[src/rtl/dr_run_rx_pkg.sv]
// Shared types for the run-expanding receiver.
package dr_run_rx_pkg;
    typedef enum logic [1:0] {
        ST_COUNT = 2'd0,
        ST_LEN   = 2'd1,
        ST_CLOSE = 2'd2
    } rx_state_e;
endpackage

[src/rtl/dr_edge_sync.sv]
// Synchronises NW asynchronous wires with two flops each and flags a change
// when the synchronised level differs from its value one clock earlier.
// Assumes the wires change no faster than once every few clocks.
module dr_edge_sync #(
    parameter int NW = 2
) (
    input  logic          clk,
    input  logic          rst_n,
    input  logic [NW-1:0] wire_in,
    output logic [NW-1:0] level,
    output logic [NW-1:0] chg
);
    genvar g;
    generate
        for (g = 0; g < NW; g++) begin : g_wire
            logic ff1, ff2, prev;
            // two-flop synchroniser plus history flop
            always_ff @(posedge clk) begin
                if (!rst_n) begin
                    ff1  <= 1'b0;
                    ff2  <= 1'b0;
                    prev <= 1'b0;
                end else begin
                    ff1  <= wire_in[g];
                    ff2  <= ff1;
                    prev <= ff2;
                end
            end
            assign level[g] = ff2;
            assign chg[g]   = ff2 ^ prev;
        end
    endgenerate
endmodule

[src/rtl/rx_seq_ctrl.sv]
// Receiver sequencer: tracks count / length / close modes and the cell index.
// It turns each strobe into a single-cell write, a length bit, or a range write.
// Assumes PKT_W is a power of two, so a LEN_W-bit code spans 1..PKT_W cells.
module rx_seq_ctrl
    import dr_run_rx_pkg::*;
#(
    parameter int PKT_W = 32,
    parameter int IDX_W = $clog2(PKT_W),
    parameter int LEN_W = $clog2(PKT_W)
) (
    input  logic             clk,
    input  logic             rst_n,
    input  logic             strobe,
    input  logic             marker,
    input  logic             s_lvl,
    output logic             wr_en,
    output logic [IDX_W-1:0] wr_from,
    output logic [IDX_W-1:0] wr_till,
    output logic             wr_bit,
    output logic             pkt_done,
    output logic             link_err
);
    localparam int CW = $clog2(LEN_W + 1);
    localparam logic [IDX_W-1:0] LAST = IDX_W'(PKT_W - 1);

    rx_state_e        state;
    logic [IDX_W-1:0] idx;
    logic [LEN_W-1:0] len_code;
    logic [CW-1:0]    len_cnt;
    logic             last_bit;
    logic [IDX_W:0]   run_sum;
    logic [IDX_W-1:0] run_till;

    // run end index, clipped at the last cell
    always_comb begin
        run_sum  = {1'b0, idx} + (IDX_W+1)'(len_code);
        run_till = (run_sum > (IDX_W+1)'(PKT_W - 1)) ? LAST : run_sum[IDX_W-1:0];
    end

    // write request towards the cell bank
    always_comb begin
        wr_en    = strobe && (((state == ST_COUNT) && !marker) ||
                              ((state == ST_CLOSE) && marker));
        wr_from  = idx;
        wr_till  = (state == ST_CLOSE) ? run_till : idx;
        wr_bit   = (state == ST_CLOSE) ? last_bit : s_lvl;
        pkt_done = wr_en && (wr_till == LAST);
    end

    // mode, index and length-code sequencing
    always_ff @(posedge clk) begin
        if (!rst_n) begin
            state    <= ST_COUNT;
            idx      <= '0;
            len_code <= '0;
            len_cnt  <= '0;
            last_bit <= 1'b0;
            link_err <= 1'b0;
        end else begin
            link_err <= 1'b0;
            if (strobe) begin
                unique case (state)
                    ST_COUNT: begin
                        if (marker) begin
                            state   <= ST_LEN;
                            len_cnt <= '0;
                        end else begin
                            last_bit <= s_lvl;
                            idx      <= (idx == LAST) ? '0 : idx + 1'b1;
                        end
                    end
                    ST_LEN: begin
                        len_code <= {len_code[LEN_W-2:0], s_lvl};
                        len_cnt  <= len_cnt + 1'b1;
                        if (len_cnt == CW'(LEN_W - 1)) state <= ST_CLOSE;
                    end
                    ST_CLOSE: begin
                        state <= ST_COUNT;
                        if (marker) idx <= (run_till == LAST) ? '0 : run_till + 1'b1;
                        else        link_err <= 1'b1;
                    end
                    default: state <= ST_COUNT;
                endcase
            end
        end
    end

    // a marker in count mode opens length reception
    a_r3_marker_opens_len: assert property (@(posedge clk) disable iff (!rst_n)
        (state == ST_COUNT && strobe && marker) |=> (state == ST_LEN));

    // an error pulse only follows the close state
    a_r5_err_after_close: assert property (@(posedge clk) disable iff (!rst_n)
        link_err |-> ($past(state) == ST_CLOSE && $past(idx) == idx));
endmodule

[src/rtl/rx_cell_bank.sv]
// Packet cell register with a from/till range-enable decoder. A single
// write may enable one cell or a contiguous range; all enabled cells take
// the same bit. On completion the merged cells are presented with a pulse.
module rx_cell_bank #(
    parameter int PKT_W = 32,
    parameter int IDX_W = $clog2(PKT_W)
) (
    input  logic             clk,
    input  logic             rst_n,
    input  logic             wr_en,
    input  logic [IDX_W-1:0] wr_from,
    input  logic [IDX_W-1:0] wr_till,
    input  logic             wr_bit,
    input  logic             done,
    output logic [PKT_W-1:0] pkt_data,
    output logic             pkt_valid
);
    logic [PKT_W-1:0] cells, cell_en, cells_nx;

    genvar g;
    generate
        for (g = 0; g < PKT_W; g++) begin : g_cell
            // range decode for one cell
            assign cell_en[g]  = wr_en && (IDX_W'(g) >= wr_from) && (IDX_W'(g) <= wr_till);
            assign cells_nx[g] = cell_en[g] ? wr_bit : cells[g];
        end
    endgenerate

    // cell storage and packet hand-off
    always_ff @(posedge clk) begin
        if (!rst_n) begin
            cells     <= '0;
            pkt_data  <= '0;
            pkt_valid <= 1'b0;
        end else begin
            cells     <= cells_nx;
            pkt_valid <= done;
            if (done) pkt_data <= cells_nx;
        end
    end

    // a write enables exactly the cells from..till
    a_r4_range_width: assert property (@(posedge clk) disable iff (!rst_n)
        wr_en |-> ($countones(cell_en) == int'(wr_till) - int'(wr_from) + 1));

    // valid lasts one cycle
    a_r6_valid_pulse: assert property (@(posedge clk) disable iff (!rst_n)
        pkt_valid |=> !pkt_valid);
endmodule

[src/rtl/dr_run_rx.sv]
// Top: dual-rail run-expanding receiver. Synchronises the two link wires,
// derives strobes and markers, sequences modes and fills the packet cells.
// Assumes the transmitter holds each symbol for at least three clocks.
module dr_run_rx #(
    parameter int PKT_W = 32
) (
    input  logic             clk,
    input  logic             rst_n,
    input  logic             s_in,
    input  logic             p_in,
    output logic [PKT_W-1:0] pkt_data,
    output logic             pkt_valid,
    output logic             link_err
);
    localparam int IDX_W = $clog2(PKT_W);
    localparam int LEN_W = $clog2(PKT_W);

    logic [1:0]       lvl, chg;
    logic             strobe, marker;
    logic             wr_en, wr_bit, done;
    logic [IDX_W-1:0] wr_from, wr_till;

    dr_edge_sync #(.NW(2)) u_sync (
        .clk(clk), .rst_n(rst_n), .wire_in({p_in, s_in}),
        .level(lvl), .chg(chg)
    );

    assign strobe = |chg;
    assign marker = &chg;

    rx_seq_ctrl #(.PKT_W(PKT_W), .IDX_W(IDX_W), .LEN_W(LEN_W)) u_ctrl (
        .clk(clk), .rst_n(rst_n), .strobe(strobe), .marker(marker),
        .s_lvl(lvl[0]), .wr_en(wr_en), .wr_from(wr_from), .wr_till(wr_till),
        .wr_bit(wr_bit), .pkt_done(done), .link_err(link_err)
    );

    rx_cell_bank #(.PKT_W(PKT_W), .IDX_W(IDX_W)) u_bank (
        .clk(clk), .rst_n(rst_n), .wr_en(wr_en), .wr_from(wr_from),
        .wr_till(wr_till), .wr_bit(wr_bit), .done(done),
        .pkt_data(pkt_data), .pkt_valid(pkt_valid)
    );
endmodule

[config.mk]
export PLATFORM = sky130hd
export DESIGN_NAME = dr_run_rx
export DESIGN_NICKNAME = d
export VERILOG_FILES = /design/src/rtl/dr_run_rx_pkg.sv /design/src/rtl/dr_edge_sync.sv /design/src/rtl/rx_seq_ctrl.sv /design/src/rtl/rx_cell_bank.sv /design/src/rtl/dr_run_rx.sv
export SDC_FILE = /design/constraint.sdc
export NUM_CORES = 1
export LEC_CHECK = 0
export BUFFER_PORTS_ARGS = -buffer_cell sky130_fd_sc_hd__buf_2
export CORE_MARGIN = 5
export CORE_UTILIZATION = 36
export CTS_BUF_LIST = sky130_fd_sc_hd__clkbuf_8
export DETAILED_ROUTE_END_ITERATION = 10
export GPL_ROUTABILITY_DRIVEN = 1
export GPL_TIMING_DRIVEN = 0
export PLACE_DENSITY_LB_ADDON = 0.05
export SYNTH_ARGS = -nofsm -noshare
export SYNTH_HDL_FRONTEND = slang
export SYNTH_SLANG_ARGS = --single-unit
[constraint.sdc]
create_clock -name clk -period 4 [get_ports clk]
set_input_delay 0.8 -clock clk [delete_from_list [all_inputs] [get_ports clk]]
set_output_delay 0.8 -clock clk [all_outputs]
set_load 0.03 [all_outputs]
Word-level counts from Yosys, hierarchy flattened --
Index checks and enable logic that the tools add are counted.
Word-level totals: output and inout port bits 34, register bits after elaboration 88
Operators by class: equality and inequality tests 10, magnitude comparators 65, add/subtract/negate cells 4, multiplexer cells 46, reduce and logical (&&, ||, !) cells 81, bitwise operators 3
Operator list (number):
- >= comparator 5 bit (first input constant) | 16
- <= comparator 5 bit (first input constant) | 16
- logical AND 1 bit | 68
- >= comparator 4 x 5 -> 1 bit (first input constant) | 8
- <= comparator 4 x 5 -> 1 bit (first input constant) | 8
- two-way mux 1 bit | 34
- two-way mux 5 bit | 6
- >= comparator 3 x 5 -> 1 bit (first input constant) | 4
- <= comparator 3 x 5 -> 1 bit (first input constant) | 4
- == test 5 bit (second input constant) | 3
- AND reduction 3 bit | 4
- adder 5 x 1 -> 5 bit (second input constant) | 2
- >= comparator 1 x 5 -> 1 bit (first input constant) | 2
- >= comparator 2 x 5 -> 1 bit (first input constant) | 2
- <= comparator 1 x 5 -> 1 bit (first input constant) | 2
- <= comparator 2 x 5 -> 1 bit (first input constant) | 2
- case mux 5 bit (2 select lines) | 1
- adder 5 x 5 -> 6 bit | 1
- > comparator 6 x 5 -> 1 bit (second input constant) | 1
- inequality test 2 x 1 -> 1 bit (second input constant) | 3
- case mux 3 bit (2 select lines) | 1
- two-way mux 2 bit | 2
- case mux 2 bit (2 select lines) | 1
- AND reduction 2 bit | 2
- 14 further kinds | 16

Logic depth before layout (Yosys ltp) --
depth after elaboration 9, gate-level depth with buffers 12, gate-level depth less buffers 11

Modules after synthesis --
Synthesis repeated with hierarchy kept, for this count alone.
Unflattened totals: cells, all modules 531, area total of the unflattened synthesis 4498.1 sq um
Modules (own cells, without submodules):
- rx_cell_bank | cells each 367, times used 1, area each 3078.0 sq um
- rx_seq_ctrl | cells each 146, times used 1, area each 1216.2 sq um
- dr_edge_sync | cells each 16, times used 1, area each 190.2 sq um
- dr_run_rx | cells each 2, times used 1, area each 13.8 sq um

Worst setup path before layout --
No wires, ideal clock.
path type register to register, start register u_ctrl.idx[1] (netlist: u_ctrl.wr_from[1]), end register u_bank.pkt_data[27], setup slack 1.099 ns, clock period less this slack 2.901 ns, arrival time 2.784 ns, buffers on the path 2, cell stages (with the launch flop) 12, cell sequence dfxtp_1 > clkbuf_1 > inv_1 > fa_1 > nand2b_1 > a21oi_1 > xnor2_2 > o221ai_2 > buf_6 > nor4_1 > mux2_1 > a22o_1
Between the ends: word-level cells in the longest chain between the ends 7, elaborated cells on any way between the ends 11, classes of those cells add/sub: 1; order compare: 3; eq/ne: 1; mux: 3; reduce/logical: 3
Ends and longest elaborated chain:
- start, declared | line rx_seq_ctrl.sv:27 | logic [IDX_W-1:0] idx;
- start signal, assigned | line rx_seq_ctrl.sv:69 | idx <= (idx == LAST) ? '0 : idx + 1'b1;
- start signal, assigned | line rx_seq_ctrl.sv:79 | if (marker) idx <= (run_till == LAST) ? '0 : run_till + 1'b1;
- adder 5 x 5 -> 6 bit | line rx_seq_ctrl.sv:36 | run_sum = {1'b0, idx} + (IDX_W+1)'(len_code);
- > comparator 6 x 5 -> 1 bit | line rx_seq_ctrl.sv:37 | run_till = (run_sum > (IDX_W+1)'(PKT_W - 1)) ? LAST : run_sum[IDX_W-1:0];
- two-way mux 5 bit | line rx_seq_ctrl.sv:37
- two-way mux 5 bit | line rx_seq_ctrl.sv:45 | wr_till = (state == ST_CLOSE) ? run_till : idx;
- <= comparator 5 bit | line rx_cell_bank.sv:24 | assign cell_en[g] = wr_en && (IDX_W'(g) >= wr_from) && (IDX_W'(g) <= wr_till);
- logical AND 1 bit | line rx_cell_bank.sv:24
- two-way mux 1 bit | line rx_cell_bank.sv:25 | assign cells_nx[g] = cell_en[g] ? wr_bit : cells[g];
- end signal, assigned | line rx_cell_bank.sv:38 | if (done) pkt_data <= cells_nx;
- end, declared | line rx_cell_bank.sv:15 | output logic [PKT_W-1:0] pkt_data,
Several ways; a longest one is shown, not always the timed one. A chain may end at the register's enable or synchronous reset.

Final worst setup path --
Same ends and word-level chain as after synthesis.

==> metrics.md <==
| Metric | Value |
|---|---|
| Status | finished clean |
| Synth-to-Final Area Change | 14.0% |
| Sequential fraction of the synthesis area | 39.0% |
| Syn Inst Count | 514 |
| Post-synth EDFFs | 0 |
| Max-slew violations | 0 |
| CTS Hold Bufs | 0 |
| Critical path fanouts, max | 10 |
| Ys async rst share | 0% |
| RR Startpoint | u_ctrl.wr_from[1]$_SDFFE_PN0P_ |
| Buffers on Ports | 37 |
| Count leader, synth | dfxtp_1 |
| Worst Path Required | approximately 4.3 ns |
| CP Data Arrival Time | 3.87 ns |
| Tmin final | 3.59 ns |
| FF+latch count, synth | 87 |
| Worst-Margin Slew | 0.785 ns |
| Routed WL per cell | 17.8 um |
| Fillers | 1246 |
| Row count | 40 |
| DIE AREA | 14700 um2 |
| CTS resizes | 0 |
| Reg2reg setup slack | 0.41 ns |
| Pre-Repair DR Iteration Count | 5 |
| Distinct cells, synth | 74 |
| Worst Setup EP | u_bank.pkt_data[27]$_SDFFE_PN0P_ |
| Final setup viols | 0 |
| Vias in the first global route | about 3.8k |
| Clk Latency, worst-skew pair | around 0.38 ns |
| DR DRC count | 0 |
| Min-delay worst type | reg2reg |
| Max-cap violations | 0 |
| Setup Fix Bufs, Post-CTS | 0 |
| Num CTS Buffers | 9 |
| Nets | 582 |
| I/O pin count | 38 |
| Beginning of the critical path | u_ctrl.wr_from[1]$_SDFFE_PN0P_ |
| Pwr Total | 1.79 mW |
| Diodes inserted | 0 |
| Largest cells by area after synthesis | dfxtp_1 39%, mux2i_1 4.9%, nand2_1 4.5%, nor2_1 4.5%, ha_1 4.2% |
| Initial antenna violation count | 0 |
| Via-per-instance ratio | 5.21 |
| Worst setup SP type | flip-flop |
| Max VDD drop | 0.000198 V |
| RSZ-0062 raised after global routing | false |
| Fin. Hold Viols | 0 |
| Mapped Area | 4460 um2 |
| Reg2Reg Depth | 11 |
| Clk buf depth | 2 |
| Slowest-stage cell, CP | dfxtp_1 |
| H-tree Lvls | 3 |
| Cell Pwr Density | 351 nW/um2 |
| Iter 0 DRT Violations | 201 |
| Share of cells above drive strength 1 | 16.9% |
| Hold path cells | 1 |
| Top cells by count, synth | 87 x dfxtp_1, 54 x nand2_1, 54 x nor2_1 |
| Area leader, netlist | dfxtp_1 |
| Die X | 121 um |
| Die span in y | 121 um |
| Leak Pwr | 1.92 nW |
| Total number of vias | 3832 |
| Post-route ant nets | 0 |
| Fin Setup TNS | 0 ns |
| Worst setup path class | reg2reg |
| GRT Residual Overflow | 0 |
| DP HPWL | slightly below 10000 um |
| Clk root buf | clkbuf_8 |
| First-pass GRT wire length | 21100 um |
| CTS sink count | 87 |
| Core area | approximately 12000 um2 |
| Worst path max stage delay | 0.49 ns |
| Initial core utilization | 37.0% |
| RePlAce Congestion | 0.941 |
| Fin Hold WS | approximately 0.44 ns |
| CTS tree | done |
| Sequential Area | 1740 um2 |
| Fmax | 278 MHz |
| Footprint of the multi-input gates | 2490 um2 |
| Critical-path cell list | clkbuf_1 > inv_1 > fa_1 > nand2b_1 > a21oi_1 > xnor2_2 > o221ai_2 > buf_6 > nor4_1 > mux2_1 > a22o_1 |
| Worst-path clk slew | approximately 0.090 ns |
| Top FF cell, synth | dfxtp_1 |
| Fraction of the cycle the final worst path needs | 89.8% |
| Yosys top cell area share | 39.0% |
| Rel. slew slack | around 48% |
| Synth Warn # | 0 |
| Syn Area/Cell | between 8 and 9 um2 |
| Reg-to-Reg End | u_bank.pkt_data[27]$_SDFFE_PN0P_ |
| CP endpoint kind | flip-flop |
| GRT Overall Usage | 18.6% |
| Syn_nets | 534 |
| Clk_skew | 0.00953 ns |
| Pin count of the biggest net entering global routing | 16 |
| Routed wire length | 13100 um |
-- how the worst min path moves through the flow --
| stage | startpoint | end | slack (ns) |
|---|---|---|---|
| after floorplan | u_sync.g_wire[0].ff1$_SDFF_PN0_ | u_sync.g_wire[0].ff2$_SDFF_PN0_ | 0.41 |
| after global placement | u_sync.g_wire[0].ff1$_SDFF_PN0_ | u_sync.g_wire[0].ff2$_SDFF_PN0_ | 0.42 |
| after detailed placement | u_sync.g_wire[1].ff1$_SDFF_PN0_ | u_sync.g_wire[1].ff2$_SDFF_PN0_ | 0.42 |
| after CTS | u_sync.g_wire[1].ff1$_SDFF_PN0_ | u_sync.g_wire[1].ff2$_SDFF_PN0_ | 0.44 |
| after global routing | u_sync.g_wire[1].ff1$_SDFF_PN0_ | u_sync.g_wire[1].ff2$_SDFF_PN0_ | 0.47 |
| final | u_sync.g_wire[0].ff1$_SDFF_PN0_ | u_sync.g_wire[0].ff2$_SDFF_PN0_ | 0.44 |
-- cells by family after synthesis --
group | after synthesis | synth area share [%]
multiplexers | 24 | 5.44
AO/OA/AOI/OAI | 136 | 22.7
buffers and inverters | 52 | 5.16
flip-flops | 87 | 39.0
XOR/XNOR | 8 | 1.74
adder cells (fa/ha/maj) | 16 | 4.66
AND/OR/NAND/NOR | 191 | 21.3
-- flip-flops by register name, summed over array words and instances (netlist names), 3 cells and up --
| name | cells |
|---|---|
| u_ctrl.wr_from | 5 |
| u_bank.cells | 31 |
| u_ctrl.len_code | 5 |
| u_bank.pkt_data | 32 |
| u_ctrl.len_cnt | 3 |
-- cell type report --
cell class,count,share of cell area (%)
clock buffer,10,2.71
inverter,18,1.33
clock inverter,6,1.80
multi-input combinational,375,49.0
timing repair buffer,37,3.64
buffer,34,3.20
sequential,87,34.2
tap,168,4.13
-- cell usage in the layout, fill, tap and decap left out, types with 3 or more instances in the layout --
cell	synthesis	routed
a211o_1	3	3
a211oi_1	8	8
a21oi_1	34	34
a221oi_2	4	4
a22oi_1	4	4
a311oi_1	3	3
a31oi_1	5	5
a32o_1	5	5
and2_1	10	10
and3_1	4	4
buf_2	7	44
clkbuf_1	22	22
clkbuf_8	0	10
dfxtp_1	87	87
ha_1	15	15
inv_1	18	18
mux2i_1	22	22
nand2_1	54	54
nand2b_1	12	12
nand3_1	22	22
nor2_1	54	54
nor2_2	4	4
nor3_1	6	6
nor3b_1	3	3
nor4_1	4	4
o211ai_1	5	5
o21ai_0	16	16
o21ai_1	15	15
o2bb2ai_1	8	8
xor2_1	5	5
-- per-stage QoR --
stage	utilization [%]	cell area (um2)	std cells	setup WS [ns]
finish	42.2	5090	735	0.409
global route	42.2	5090	735	0.176
CTS	42.2	5090	735	0.375
detailed placement	40.3	4860	719	0.379
global placement	40.3	4860	719	0.350
floorplan	-	4460	514	1.10
-- metal layers --
metal	track usage (%)	routed length [um]	vias up
met5	0	0	-
met4	6.79	245	0
met3	2.80	496	18
met2	27.9	5680	88
met1	26.9	6650	1794
li1	-	-	1932
-- worst max-delay path, delay by kind of cell, from the launching register on --
| kind | cells | cell delay [ns] |
|---|---|---|
| DFF | 1 | 0.49 |
| and+or+nand+nor | 2 | 0.60 |
| xor gates and xnor gates | 1 | 0.18 |
| buffers and inverters | 3 | 0.80 |
| AOI/OAI and AO/OA | 3 | 0.60 |
| adders and majority gates | 1 | 0.44 |
| muxes | 1 | 0.39 |
-- power by group --
group	leakage, nW	switching [mW]	internal [mW]	total (mW)
Sequential	0.702	0.0137	0.876	0.890
Combinational	1.10	0.132	0.0581	0.190
Clock	0.117	0.334	0.372	0.706
No activity file was read; power rests on OpenSTA's default activity.
